[config.mk]
export PLATFORM = sky130hd
export DESIGN_NAME = ata_taskfile_unit
export DESIGN_NICKNAME = d
export VERILOG_FILES = /design/src/rtl/ata_tf_pkg.sv /design/src/rtl/ata_tf_regs.sv /design/src/rtl/ata_ident_rom.sv /design/src/rtl/ata_tf_ctrl.sv /design/src/rtl/ata_taskfile_unit.sv
export SDC_FILE = /design/constraint.sdc
export NUM_CORES = 1
export LEC_CHECK = 0
export BUFFER_PORTS_ARGS = -buffer_cell sky130_fd_sc_hd__buf_4
export CAP_MARGIN = 20
export CORE_AREA = 2 2 164 102
export CTS_CLUSTER_DIAMETER = 200
export DETAILED_ROUTE_END_ITERATION = 8
export DIE_AREA = 0 0 166 104
export PLACE_DENSITY = 0.71
export SYNTH_ARGS = -nofsm -noshare
export SYNTH_HDL_FRONTEND = slang
export SYNTH_SLANG_ARGS = --single-unit
[constraint.sdc]
create_clock -name clk -period 10.5 [get_ports clk]
set_input_delay 2.1 -clock clk [delete_from_list [all_inputs] [get_ports clk]]
set_output_delay 2.1 -clock clk [all_outputs]
set_load 0.02 [all_outputs]
[src/rtl/ata_tf_pkg.sv]
package ata_tf_pkg;

    // status byte bit masks
    localparam logic [7:0] SB_BUSY  = 8'h80;
    localparam logic [7:0] SB_READY = 8'h40;
    localparam logic [7:0] SB_FAULT = 8'h20;
    localparam logic [7:0] SB_DREQ  = 8'h08;
    localparam logic [7:0] SB_ERR   = 8'h01;

    // error byte
    localparam logic [7:0] ER_ABORT = 8'h04;

    // device byte
    localparam int DEVSEL_BIT = 4;

    // opcodes
    localparam logic [7:0] OPC_IDENT = 8'hEC;
    localparam logic [7:0] OPC_FLUSH = 8'hE7;
    localparam logic [7:0] OPC_DSM   = 8'h06;

    // register offsets
    localparam logic [2:0] RO_DATA    = 3'd0;
    localparam logic [2:0] RO_FEATERR = 3'd1;
    localparam logic [2:0] RO_CMDSTAT = 3'd7;

    localparam int TRIM_WORDS = 4;

    typedef enum logic [2:0] {
        PH_IDLE,
        PH_SEND,
        PH_FLUSH,
        PH_RECV,
        PH_CHECK
    } phase_e;

    typedef enum logic [1:0] {
        OP_IDENT,
        OP_FLUSH,
        OP_TRIM,
        OP_REJECT
    } op_e;

    typedef struct packed {
        logic [15:0] count;
        logic [47:0] lba;
    } trim_rng_t;

    function automatic op_e classify(input logic [7:0] code, input logic trim_bit);
        if (code == OPC_IDENT)                 return OP_IDENT;
        else if (code == OPC_FLUSH)            return OP_FLUSH;
        else if (code == OPC_DSM && trim_bit)  return OP_TRIM;
        else                                   return OP_REJECT;
    endfunction

    function automatic logic [7:0] make_status(input phase_e ph, input logic err);
        logic [7:0] s;
        s = SB_READY;
        if (ph == PH_FLUSH || ph == PH_CHECK) s = s | SB_BUSY;
        if (ph == PH_SEND || ph == PH_RECV)   s = s | SB_DREQ;
        if (err)                              s = s | SB_ERR;
        return s;
    endfunction

endpackage

[src/rtl/ata_tf_regs.sv]
module ata_tf_regs
    import ata_tf_pkg::*;
(
    input  logic       clk,
    input  logic       rst,
    input  logic       wr_en,
    input  logic [2:0] addr,
    input  logic [7:0] wbyte,
    input  logic       locked,
    output logic [7:0] feature,
    output logic [7:0] count,
    output logic [7:0] lba_lo,
    output logic [7:0] lba_mid,
    output logic [7:0] lba_hi,
    output logic [7:0] device
);
    localparam int FIRST = 1;
    localparam int LAST  = 6;

    logic [7:0] byte_q [FIRST:LAST];

    for (genvar g = FIRST; g <= LAST; g++) begin : g_reg
        always_ff @(posedge clk) begin
            if (rst)
                byte_q[g] <= 8'h00;
            else if (wr_en && !locked && addr == 3'(g))
                byte_q[g] <= wbyte;
        end
    end

    assign feature = byte_q[1];
    assign count   = byte_q[2];
    assign lba_lo  = byte_q[3];
    assign lba_mid = byte_q[4];
    assign lba_hi  = byte_q[5];
    assign device  = byte_q[6];

    AST_LOCKED_HOLD: assert property (@(posedge clk) disable iff (rst)
        (locked && wr_en) |=> ($stable(count) && $stable(device)));

endmodule

[src/rtl/ata_ident_rom.sv]
module ata_ident_rom #(
    parameter int          IDX_W     = 8,
    parameter logic [159:0] SERIAL   = "TESTDISK            ",
    parameter logic [63:0]  VERSION  = "REV1.00 ",
    parameter int unsigned CAPACITY  = 131072,
    parameter bit          WCACHE_ON = 1'b1
) (
    input  logic [IDX_W-1:0] idx,
    output logic [15:0]      word
);
    localparam int SER_WORDS = 10;
    localparam int VER_WORDS = 4;
    localparam int SER_BASE  = 10;
    localparam int VER_BASE  = 23;
    localparam logic [31:0] CAP32 = 32'(CAPACITY);

    logic [15:0] ser_w [SER_WORDS];
    logic [15:0] ver_w [VER_WORDS];

    for (genvar i = 0; i < SER_WORDS; i++) begin : g_ser
        assign ser_w[i] = SERIAL[159 - 16*i -: 16];
    end
    for (genvar i = 0; i < VER_WORDS; i++) begin : g_ver
        assign ver_w[i] = VERSION[63 - 16*i -: 16];
    end

    always_comb begin
        word = 16'h0000;
        if (idx == IDX_W'(0))  word = 16'h0040;
        if (idx == IDX_W'(49)) word = 16'h0200;
        if (idx == IDX_W'(60)) word = CAP32[15:0];
        if (idx == IDX_W'(61)) word = {4'h0, CAP32[27:16]};
        if (idx == IDX_W'(85)) word = WCACHE_ON ? 16'h0020 : 16'h0000;
        for (int i = 0; i < SER_WORDS; i++)
            if (idx == IDX_W'(SER_BASE + i)) word = ser_w[i];
        for (int i = 0; i < VER_WORDS; i++)
            if (idx == IDX_W'(VER_BASE + i)) word = ver_w[i];
    end

endmodule

[src/rtl/ata_tf_ctrl.sv]
module ata_tf_ctrl
    import ata_tf_pkg::*;
#(
    parameter int          IDENT_WORDS = 256,
    parameter int unsigned CAPACITY    = 131072,
    localparam int         IDX_W       = $clog2(IDENT_WORDS)
) (
    input  logic             clk,
    input  logic             rst,
    input  logic             cmd_we,
    input  logic [7:0]       cmd_code,
    input  logic             trim_bit,
    input  logic             dev1_sel,
    input  logic             data_rd,
    input  logic             data_wr,
    input  logic [15:0]      data_in,
    input  logic             stat_rd,
    input  logic             flush_done,
    output logic [7:0]       status,
    output logic [7:0]       error,
    output logic             irq,
    output logic [IDX_W-1:0] word_idx,
    output logic             sending,
    output logic             locked
);
    localparam logic [IDX_W-1:0] LAST_IDX = IDX_W'(IDENT_WORDS - 1);
    localparam int               TW_W     = $clog2(TRIM_WORDS);
    localparam logic [TW_W-1:0]  LAST_TW  = TW_W'(TRIM_WORDS - 1);
    localparam logic [48:0]      CAP49    = 49'(CAPACITY);

    phase_e           ph_q;
    logic             err_q;
    logic             abrt_q;
    logic             irq_q;
    logic [IDX_W-1:0] idx_q;
    logic [TW_W-1:0]  tw_cnt_q;
    logic [15:0]      tw_q [TRIM_WORDS];

    trim_rng_t   rng;
    logic [48:0] rng_end;
    logic        rng_bad;
    logic        accept;
    op_e         op;

    assign rng     = {tw_q[3], tw_q[2], tw_q[1], tw_q[0]};
    assign rng_end = {1'b0, rng.lba} + 49'(rng.count);
    assign rng_bad = rng_end > CAP49;
    assign accept  = cmd_we && !dev1_sel && ph_q == PH_IDLE;
    assign op      = classify(cmd_code, trim_bit);

    always_ff @(posedge clk) begin
        if (rst) begin
            ph_q     <= PH_IDLE;
            err_q    <= 1'b0;
            abrt_q   <= 1'b0;
            irq_q    <= 1'b0;
            idx_q    <= '0;
            tw_cnt_q <= '0;
            for (int i = 0; i < TRIM_WORDS; i++) tw_q[i] <= 16'h0000;
        end else begin
            if (stat_rd) irq_q <= 1'b0;
            unique case (ph_q)
                PH_IDLE: begin
                    if (accept) begin
                        err_q  <= 1'b0;
                        abrt_q <= 1'b0;
                        unique case (op)
                            OP_IDENT: begin
                                ph_q  <= PH_SEND;
                                idx_q <= '0;
                                irq_q <= 1'b1;
                            end
                            OP_FLUSH: ph_q <= PH_FLUSH;
                            OP_TRIM: begin
                                ph_q     <= PH_RECV;
                                tw_cnt_q <= '0;
                            end
                            OP_REJECT: begin
                                err_q  <= 1'b1;
                                abrt_q <= 1'b1;
                                irq_q  <= 1'b1;
                            end
                        endcase
                    end
                end
                PH_SEND: begin
                    if (data_rd) begin
                        idx_q <= idx_q + 1'b1;
                        if (idx_q == LAST_IDX) ph_q <= PH_IDLE;
                    end
                end
                PH_FLUSH: begin
                    if (flush_done) begin
                        ph_q  <= PH_IDLE;
                        irq_q <= 1'b1;
                    end
                end
                PH_RECV: begin
                    if (data_wr) begin
                        tw_q[tw_cnt_q] <= data_in;
                        tw_cnt_q       <= tw_cnt_q + 1'b1;
                        if (tw_cnt_q == LAST_TW) ph_q <= PH_CHECK;
                    end
                end
                PH_CHECK: begin
                    err_q  <= rng_bad;
                    abrt_q <= rng_bad;
                    irq_q  <= 1'b1;
                    ph_q   <= PH_IDLE;
                end
                default: ph_q <= PH_IDLE;
            endcase
        end
    end

    assign status   = make_status(ph_q, err_q);
    assign error    = abrt_q ? ER_ABORT : 8'h00;
    assign irq      = irq_q;
    assign word_idx = idx_q;
    assign sending  = ph_q == PH_SEND;
    assign locked   = ph_q != PH_IDLE;

    AST_BSY_DRQ_EXCL: assert property (@(posedge clk) disable iff (rst)
        !((status & SB_BUSY) != 0 && (status & SB_DREQ) != 0));
    AST_FLUSH_WAIT: assert property (@(posedge clk) disable iff (rst)
        (ph_q == PH_FLUSH && !flush_done) |=> ph_q == PH_FLUSH);
    AST_STAT_CLEARS: assert property (@(posedge clk) disable iff (rst)
        (stat_rd && ph_q == PH_IDLE && !cmd_we) |=> !irq);
    AST_IDENT_STEP: assert property (@(posedge clk) disable iff (rst)
        (ph_q == PH_SEND && data_rd && idx_q != LAST_IDX) |=>
            (idx_q == $past(idx_q) + 1'b1 && ph_q == PH_SEND));
    AST_ERR_ABRT: assert property (@(posedge clk) disable iff (rst)
        ((status & SB_ERR) != 0) |-> error == ER_ABORT);
    AST_BUSY_IGNORE: assert property (@(posedge clk) disable iff (rst)
        (cmd_we && (ph_q == PH_FLUSH || ph_q == PH_SEND)) |=>
            ($stable(err_q) && ph_q != PH_RECV));

endmodule

[src/rtl/ata_taskfile_unit.sv]
module ata_taskfile_unit
    import ata_tf_pkg::*;
#(
    parameter int           IDENT_WORDS = 256,
    parameter int unsigned  CAPACITY    = 131072,
    parameter logic [159:0] SERIAL      = "TESTDISK            ",
    parameter logic [63:0]  VERSION     = "REV1.00 ",
    parameter bit           WCACHE_ON   = 1'b1
) (
    input  logic        clk,
    input  logic        rst,
    input  logic        rd_en,
    input  logic        wr_en,
    input  logic [2:0]  addr,
    input  logic [15:0] wdata,
    output logic [15:0] rdata,
    input  logic        flush_done,
    output logic        irq
);
    localparam int IDX_W = $clog2(IDENT_WORDS);

    logic [7:0]       feature, count, lba_lo, lba_mid, lba_hi, device;
    logic [7:0]       status, error;
    logic [IDX_W-1:0] word_idx;
    logic [15:0]      rom_word;
    logic             sending, locked;

    ata_tf_regs u_regs (
        .clk     (clk),
        .rst     (rst),
        .wr_en   (wr_en),
        .addr    (addr),
        .wbyte   (wdata[7:0]),
        .locked  (locked),
        .feature (feature),
        .count   (count),
        .lba_lo  (lba_lo),
        .lba_mid (lba_mid),
        .lba_hi  (lba_hi),
        .device  (device)
    );

    ata_tf_ctrl #(
        .IDENT_WORDS (IDENT_WORDS),
        .CAPACITY    (CAPACITY)
    ) u_ctrl (
        .clk        (clk),
        .rst        (rst),
        .cmd_we     (wr_en && addr == RO_CMDSTAT),
        .cmd_code   (wdata[7:0]),
        .trim_bit   (feature[0]),
        .dev1_sel   (device[DEVSEL_BIT]),
        .data_rd    (rd_en && addr == RO_DATA),
        .data_wr    (wr_en && addr == RO_DATA),
        .data_in    (wdata),
        .stat_rd    (rd_en && addr == RO_CMDSTAT),
        .flush_done (flush_done),
        .status     (status),
        .error      (error),
        .irq        (irq),
        .word_idx   (word_idx),
        .sending    (sending),
        .locked     (locked)
    );

    ata_ident_rom #(
        .IDX_W     (IDX_W),
        .SERIAL    (SERIAL),
        .VERSION   (VERSION),
        .CAPACITY  (CAPACITY),
        .WCACHE_ON (WCACHE_ON)
    ) u_rom (
        .idx  (word_idx),
        .word (rom_word)
    );

    always_comb begin
        unique case (addr)
            3'd0:    rdata = sending ? rom_word : 16'h0000;
            3'd1:    rdata = {8'h00, error};
            3'd2:    rdata = {8'h00, count};
            3'd3:    rdata = {8'h00, lba_lo};
            3'd4:    rdata = {8'h00, lba_mid};
            3'd5:    rdata = {8'h00, lba_hi};
            3'd6:    rdata = {8'h00, device};
            default: rdata = {8'h00, status};
        endcase
    end

endmodule

Word level (Yosys, flattened, before mapping)
Memories as Yosys holds them, arrays and structs flattened.
Index checks and enable logic that the tools add are counted.
{"block": "word_totals", "out_inout_bits": 17, "n_memories": 2, "in_bits": 24, "ram_bits": 112, "wordCells": 180, "register_bits": 15}
{"memory": "u_ctrl.tw_q", "depth": 4, "word_bits": 16, "rd": 4, "rd_ports_with_merged_regs": 0, "wr": 4, "line_no": "ata_tf_ctrl.sv:37", "text": "logic [15:0] tw_q [TRIM_WORDS];"}
{"memory": "u_regs.byte_q", "depth": 6, "word_bits": 8, "rd": 6, "rd_ports_with_merged_regs": 0, "wr": 6, "line_no": "ata_tf_regs.sv:20", "text": "logic [7:0] byte_q [FIRST:LAST];"}
{"block": "op_classes", "bitwise_logic": 6, "order_cmp": 1, "eq_ne": 46, "addsub": 3, "n_reduce_logical": 32, "muxes": 85}
{"cell": "15-bit 2-to-1 mux", "count": 14}
{"cell": "16-bit one-hot mux with 7 select lines", "count": 1}
{"cell": "8-bit 2-to-1 mux", "count": 10}
{"cell": "8-bit by 5-bit == test with 1-bit output, second input constant", "count": 8}
{"cell": "48-bit by 16-bit adder with 49-bit output", "count": 1}
{"cell": "49-bit by 18-bit > comparator with 1-bit output, second input constant", "count": 1}
{"cell": "8-bit by 4-bit == test with 1-bit output, second input constant", "count": 6}
{"cell": "10-bit 2-to-1 mux", "count": 4}
{"cell": "1-bit 2-to-1 mux", "count": 33}
{"cell": "16-bit 2-to-1 mux", "count": 2}
{"cell": "8-bit by 6-bit == test with 1-bit output, second input constant", "count": 3}
{"cell": "8-bit == test, second input constant", "count": 3}
{"cell": "3-bit 2-to-1 mux", "count": 7}
{"cell": "8-bit one-hot mux with 2 select lines", "count": 1}
{"cell": "16-bit OR reduction", "count": 1}
{"cell": "3-bit == test, second input constant", "count": 5}
{"cell": "1-bit logical AND", "count": 14}
{"cell": "3-bit by 2-bit == test with 1-bit output, second input constant", "count": 4}
{"cell": "2-bit 2-to-1 mux", "count": 6}
{"cell": "3-bit one-hot mux with 4 select lines", "count": 1}
{"cell": "2-bit by 1-bit inequality test with 1-bit output, second input constant", "count": 5}
{"cell": "3-bit one-hot mux with 3 select lines", "count": 1}
{"cell": "8-bit by 1-bit adder with 8-bit output, second input constant", "count": 1}
{"cell": "8-bit by 3-bit == test with 1-bit output, second input constant", "count": 1}
{"cell": "24 further kinds", "count": 40}

Longest topological paths before layout
Gate-level depths: netlist of the first run.
{"block": "logic_depth", "ltp_word": 22, "ltp_mapped": 12, "mapped_depth_nobuf": 12}

Cells and area by module
From an unflattened synthesis of the first run, not the netlist that was laid out.
{"block": "hier_totals", "cells_unflattened": 848, "hier_area_um2": 8395.6}
{"mod": "ata_tf_ctrl", "cells_per_inst": 558, "seq_area_each_um2": 2222.1, "n_inst": 1, "area_each_um2": 5265.0}
{"mod": "ata_tf_regs", "cells_per_inst": 130, "seq_area_each_um2": 1441.4, "n_inst": 1, "area_each_um2": 1946.9}
{"mod": "ata_taskfile_unit", "cells_per_inst": 88, "seq_area_each_um2": 0.0, "n_inst": 1, "area_each_um2": 691.9}
{"mod": "ata_ident_rom", "cells_per_inst": 72, "seq_area_each_um2": 0.0, "n_inst": 1, "area_each_um2": 491.7}

Worst setup path before layout of the first run
Ideal clock, no wire load.
{"block": "synth_timing", "kind": "input port to output port", "start": "input port addr[2]", "end": "output port rdata[1]", "setup_slack_ps": 4782, "stages": 7, "n_path_buf": 1, "t_arrival_ps": 3618, "path_cell_list": "clkbuf_1 > nor3_1 > nand3_1 > a21oi_1 > and3_1 > nand2_1 > o21ai_0"}
{"block": "synth_via", "elab_chain_len": 2}
{"item": "start, declared", "line_no": "ata_taskfile_unit.sv:14", "text": "input logic [2:0] addr,"}
{"item": "3-bit == test (tied with other cells)", "line_no": "ata_taskfile_unit.sv:78", "text": "unique case (addr)"}
{"item": "16-bit one-hot mux with 7 select lines *", "line_no": "ata_taskfile_unit.sv:78"}
{"item": "end, declared", "line_no": "ata_taskfile_unit.sv:16", "text": "output logic [15:0] rdata,"}
Every way passes the cells marked *; elsewhere a longest branch is shown, timed or not.

Worst setup path after layout of the first run
{"block": "layout_timing", "start": "input port addr[0]", "end": "output port rdata[3]"}
The elaborated chain is that of the path after synthesis.

==> flow_summary.toml, run 1 <==
[setup_path]
crit_required_ps = 8400
arrival_ps = 3850
r2r-start = "u_ctrl.tw_q[3][14]"
crit_path_start_kind = "primary input"
cp-end-kind = "primary output"
crit_start = "addr[0]"
rr_endpoint = "u_ctrl.err_q"
worstRegToRegCells = 10
path_max_fanout = 26
critical_path_class = "primary input to primary output"
reg2reg_slack_ps = 6450
cp-endpoint = "rdata[3]"

[global_routing]
antenna_found_initial = 0
grt_overflow = 0
grt_use_total_pct = 23.57
grt_max_degree = 29
grt_pass1_wl_um = 32160
grt_pass1_vias = 5846

[synth]
async_reset_ff_share_pct = 0
synth_top_cell_area_share_pct = 40.98
syn_avg_cell_area_sq_um = 9.475
ys_seq_area_share_pct = 44.89
syn-num-nets = 862
synth_flop_cell = "edfxtp_1"
netlist_top_cells_area = "edfxtp_1 41%, and2_1 8.7%, ha_1 4.1%"
ys_seq_elements = 120
yosysUniqueCellTypes = 81
synth-edff-count = 105
yosys.area.top_type = "edfxtp_1"
yosysWarnings = 0
netlist_instances = 812
syn_area_sq_um = 7694

[clock_tree]
cts_root_buf = "clkbuf_16"
htreeDepth = 4
numCtsBuffers = 17
clkTransAtPathRegs_ps = 60
ctsResizeCount = 0
clock-sinks = 120
insertion_delay_ps = 410
cts_tree = "done"
post_cts_buffers = 0
cts_buffer_depth = 2
holdBufCountCts = 0

[route]
firstDrtPassIters = 7
viasPerCell = 6.081
routed_wl_um = 20060
via_count = 6415
wl_per_cell_um = 19.02
drc = 0
drt.antenna.violating_nets = 0
drt_iter0_drc = 714

[power]
p_leak_uw = 0.003219
power.internal_uw = 880.7
powerDensity_nw_per_um2 = 138.7
ir_worst_vdd_mv = 0.08706
p_sw_uw = 321.4
finalPower_uw = 1202
pwr-share-seq_pct = 45.7
clkPwrFrac_pct = 45.4
power_frac_comb_pct = 8.9
switching_share_pct = 26.74

[final_layout]
fin_nets = 883
layout_common_cells = "107 x and2_1, 105 x edfxtp_1, 70 x nand2_1"
final_util_pct = 54.80
drive_gt1_share_pct = 10.99
nFillCells = 1411
regArea_sq_um = 3453
syn2layout_area_growth_pct = 12.62
diodes = 0
multi_input_area_sq_um = 4030
final_common_cell = "and2_1"

[place]
io_buffers = 39
pre_cts_slack_ps = 4581
dpl.hpwl_um = 14570
gp_congestion = 0.9818

[min_path]
hold_path_class = "register to register"
worstHoldPathCells = 2

[die]
num_rows = 36
coreArea_sq_um = 15810
pin_count = 41
die_y_um = 104
die-area_sq_um = 17260
die_x_um = 166
start_util_pct = 48.66

[sta]
finalSetupViolCount = 0
period_share_pct = 56.64
final_hold_viol_count = 0
worst_pin_slew_ps = 855.3
period_minus_slack_ps = 5947
finalWorstSetupSlack_ps = 4553
setup_tns_ps = 0
fin_skew_ps = 9.907
rsz0062_at_grt = "false"
clock.fmax_mhz = 168.1
slew_violations = 0
timing.slew.headroom_pct = 42.54

[job]
maxCapViolCount = 0

[run_status]
status = "finished, final reports clean"
[metrics by stage]
stage               area, sq um  hold slack, ps  instances
floorplan                  7694           477.4        812
global placement           8105           494.8       1022
detailed placement         8105           505.9       1022
CTS                        8653           519.8       1054
global route               8665           538.7       1055
finish                     8665           505.9       1055
[worst min path at each step]
stage	start	to	slack, ps
2_1_floorplan	u_ctrl.word_idx[1]	u_ctrl.word_idx[1]	480
3_3_place_gp	u_ctrl.irq	u_ctrl.irq	490
3_5_place_dp	u_ctrl.irq	u_ctrl.irq	510
4_1_cts	u_ctrl.word_idx[1]	u_ctrl.word_idx[1]	520
5_1_grt	u_ctrl.irq	u_ctrl.irq	540
6_report	u_ctrl.irq	u_ctrl.irq	510
[synthesized netlist by cell type (4+ instances only)]
cell and n:
o21ai_1 7, nor2b_1 11, clkbuf_1 37, nor3_1 20, mux2i_1 11, o21ai_0 37
inv_1 14, nand4_1 23, and3_1 11, or3_1 8, a21o_1 8, nand2b_1 14
or2_2 4, xor2_1 7, o211ai_1 6, nand3_1 22, mux2_2 4, ha_1 25
and2_1 107, xnor2_1 5, nor2_1 69, a211oi_1 9, o2111ai_1 5, o21a_1 7
or4_1 6, nor4_1 6, nor3b_1 6, a31oi_1 11, dfxtp_1 15, a21oi_1 41
nand2_1 70, edfxtp_1 105
[metal layers]
| metal | routed length (um) | GRT usage, % |
|---|---|---|
| met1 | 10560 | 39.54 |
| met2 | 7539 | 30.17 |
| met3 | 1826 | 4.833 |
| met4 | 135 | 4.845 |
| met5 | 0 | 0 |
[worst max-delay path, cell delays in order]
cell and delay (ps):
buf_4 190, nor3_1 350, nand3_1 230, a21oi_1 210, and3_1 190, nand2_1 90
o211ai_1 200, o21a_1 140, buf_4 130
[logic make-up after synthesis]
family	Yosys count	synth area share, %
mux	16	2.163
fa+ha+maj	26	4.326
buf+inv	54	2.732
flops	120	44.89
simple gates	402	28.66
other cells	1	0.04874
xor+xnor	12	1.366
compound gates	181	15.82
[sequential cells by signal (all words and copies together), names as in the netlist]
register,cells
u_ctrl.tw_q,64
u_regs.byte_q,41
u_ctrl.ph_q,3
u_ctrl.irq,1
u_ctrl.tw_cnt_q,2
u_ctrl.err_q,1
u_ctrl.word_idx,8
[power by group through the flow]
stage / sequential [uW] / clock [uW] / combinational (uW)
3_3_place_gp: 558 / 0 / 104
4_1_cts: 548 / 549 / 105
3_5_place_dp: 558 / 0 / 105
6_report: 549 / 546 / 107
5_1_grt: 551 / 573 / 117
2_1_floorplan: 552 / 0 / 71.6
[layout make-up]
class	instances	area share, %
inverters	14	0.6065
flip-flops and latches	120	39.86
clock buffers	18	4.953
multi-input cells	638	46.51
clock inverters	14	1.372
repair buffers	42	3.682
well taps	209	3.018
Note: power is estimated with default switching activity, not from simulation.
==> run 2: changes to the inputs <==
==> constraint.sdc (replaced) <==
create_clock -name clk -period 5.95 [get_ports clk]
set_input_delay 1.19 -clock clk [delete_from_list [all_inputs] [get_ports clk]]
set_output_delay 1.19 -clock clk [all_outputs]
set_load 0.02 [all_outputs]
==> run 2 against run 1 <==
- critical path depth unchanged
- non-clock buffer count down 1
- largest power group is now clock
- clock-buffer cell count down 1
- sequential power up 77%
- critical path type unchanged
- clock power up 89%
==> flow_summary.toml, run 2 (synthesis results as in run 1) <==
[run_status]
status = "finished, final reports clean"

[final_layout]
nFillCells = 1384
diodes = 0
largest_reg_flops = 64
syn2layout_area_growth_pct = 13.08
drive_gt1_share_pct = 11.01
top_register = "u_ctrl.tw_q"
fin_nets = 882
fin_cells = 1054
layout_common_cells = "107 x and2_1, 105 x edfxtp_1, 70 x nand2_1"
final_common_cell = "and2_1"

[global_routing]
grt_pass1_wl_um = 31860
antenna_found_initial = 2
grt_overflow = 0
grt_use_total_pct = 23.54
grt_max_degree = 29
grt_pass1_vias = 5683

[power]
ir_worst_vdd_mv = 0.2369
powerDensity_nw_per_um2 = 251.1
p_leak_uw = 0.003239

[setup_path]
crit_path_start_kind = "primary input"
cp-end-kind = "primary output"
worst-path-stages = 9
arrival_ps = 2990
worst-path-buf-inv = 2
path_max_fanout = 28
r2r-start = "u_ctrl.tw_q[0][0]"
crit_start = "addr[1]"
rr_endpoint = "u_ctrl.err_q"
critical_path_class = "primary input to primary output"
reg2reg_slack_ps = 2010
crit_required_ps = 4760
crit_family = "simple AND/OR/NAND/NOR gates"
critical-path-max-stage-delay_ps = 340
cp-endpoint = "rdata[3]"
cp_common_cell = "buf_4"
worstRegToRegCells = 12
cp_cell_sequence = "buf_4, nor3_1, nand3_1, a21oi_1, and3_1, nand2_1, o211ai_1, o21a_1, buf_4"
cpMaxStageDelayCell = "nor3_1"

[clock_tree]
holdBufCountCts = 0
insertion_delay_ps = 410
clkTransAtPathRegs_ps = 60
htreeDepth = 4
numCtsBuffers = 17
clock-sinks = 120
post_cts_buffers = 0
cts_root_buf = "clkbuf_16"
cts_tree = "done"
ctsResizeCount = 0
cts_buffer_depth = 2

[sta]
fin_skew_ps = 11.36
finalSetupViolCount = 0
clock.fmax_mhz = 239.1
slew_violations = 0
setup_tns_ps = 0
timing.slew.headroom_pct = 35.08
final_hold_viol_count = 0
worst_pin_slew_ps = 971.8
rsz0062_at_grt = "false"
period_share_pct = 70.29
period_minus_slack_ps = 4182

[route]
viasPerCell = 6.110
drc = 0
via_count = 6440
drt_iter0_drc = 757
firstDrtPassIters = 7
drt.antenna.violating_nets = 0
wl_per_cell_um = 19.26
routed_wl_um = 20300

[job]
maxCapViolCount = 0

[min_path]
hold_path_class = "register to register"

[die]
num_rows = 36
die_y_um = 104
die-area_sq_um = 17260
start_util_pct = 48.66
coreArea_sq_um = 15810
pin_count = 41
die_x_um = 166

[place]
gp_congestion = 0.9836
dpl.hpwl_um = 15010
dp_cells = 1022
io_buffers = 39
## run 2: final cells by class
class / instances / area (sq um) / share of cell area (%)
timing repair buffer: 41 / 307.8 / 3.538
clock buffer: 17 / 425.4 / 4.890
inverter: 14 / 52.55 / 0.6041
tap: 209 / 261.5 / 3.006
multi-input combinational: 638 / 4030 / 46.33
sequential: 120 / 3453 / 39.70
clock inverter: 15 / 168.9 / 1.942
## run 2: power breakdown
group | internal [uW] | total [uW] | switching, uW
clock | 626 | 1030 | 400
sequential | 944 | 970 | 25.7
combinational | 68.0 | 189 | 121
## run 2: worst min path at each step
stage	from	to	slack [ps]	depth (start not counted)
floorplan	u_ctrl.word_idx[1]	u_ctrl.word_idx[1]	480	2
global placement	u_ctrl.irq	u_ctrl.irq	490	2
detailed placement	u_ctrl.irq	u_ctrl.irq	500	2
CTS	u_ctrl.irq	u_ctrl.irq	510	2
global route	u_ctrl.irq	u_ctrl.irq	560	2
finish	u_ctrl.irq	u_ctrl.irq	500	2
## run 2: through the flow
stage               utilization (%)  setup WS (ps)  hold slack [ps]  area, sq um  total power [uW]
floorplan                         -           2052            477.4         7694              1101
global placement              51.27           1713            492.6         8105              1170
detailed placement            51.27           1653            495.9         8105              1172
CTS                           55.03           1804            509.6         8700              2189
global route                  55.03           1586            559.1         8700              2256
finish                        55.03           1768            503.3         8700              2185
## run 2: per-layer routing
| metal | vias up | part of all wire [%] | track usage [%] |
|---|---|---|---|
| li1 | 3068 | - | - |
| met1 | 3098 | 51 | 38.96 |
| met2 | 261 | 39 | 30.65 |
| met3 | 13 | 9.2 | 5.556 |
| met4 | 0 | 0.73 | 4.224 |
| met5 | - | 0 | 0 |
## run 2: tightest hold or removal path, cell delays in order, from the launching register on
cell     delay [ps]
dfxtp_1         330
a21oi_1          60
nor2_1           70
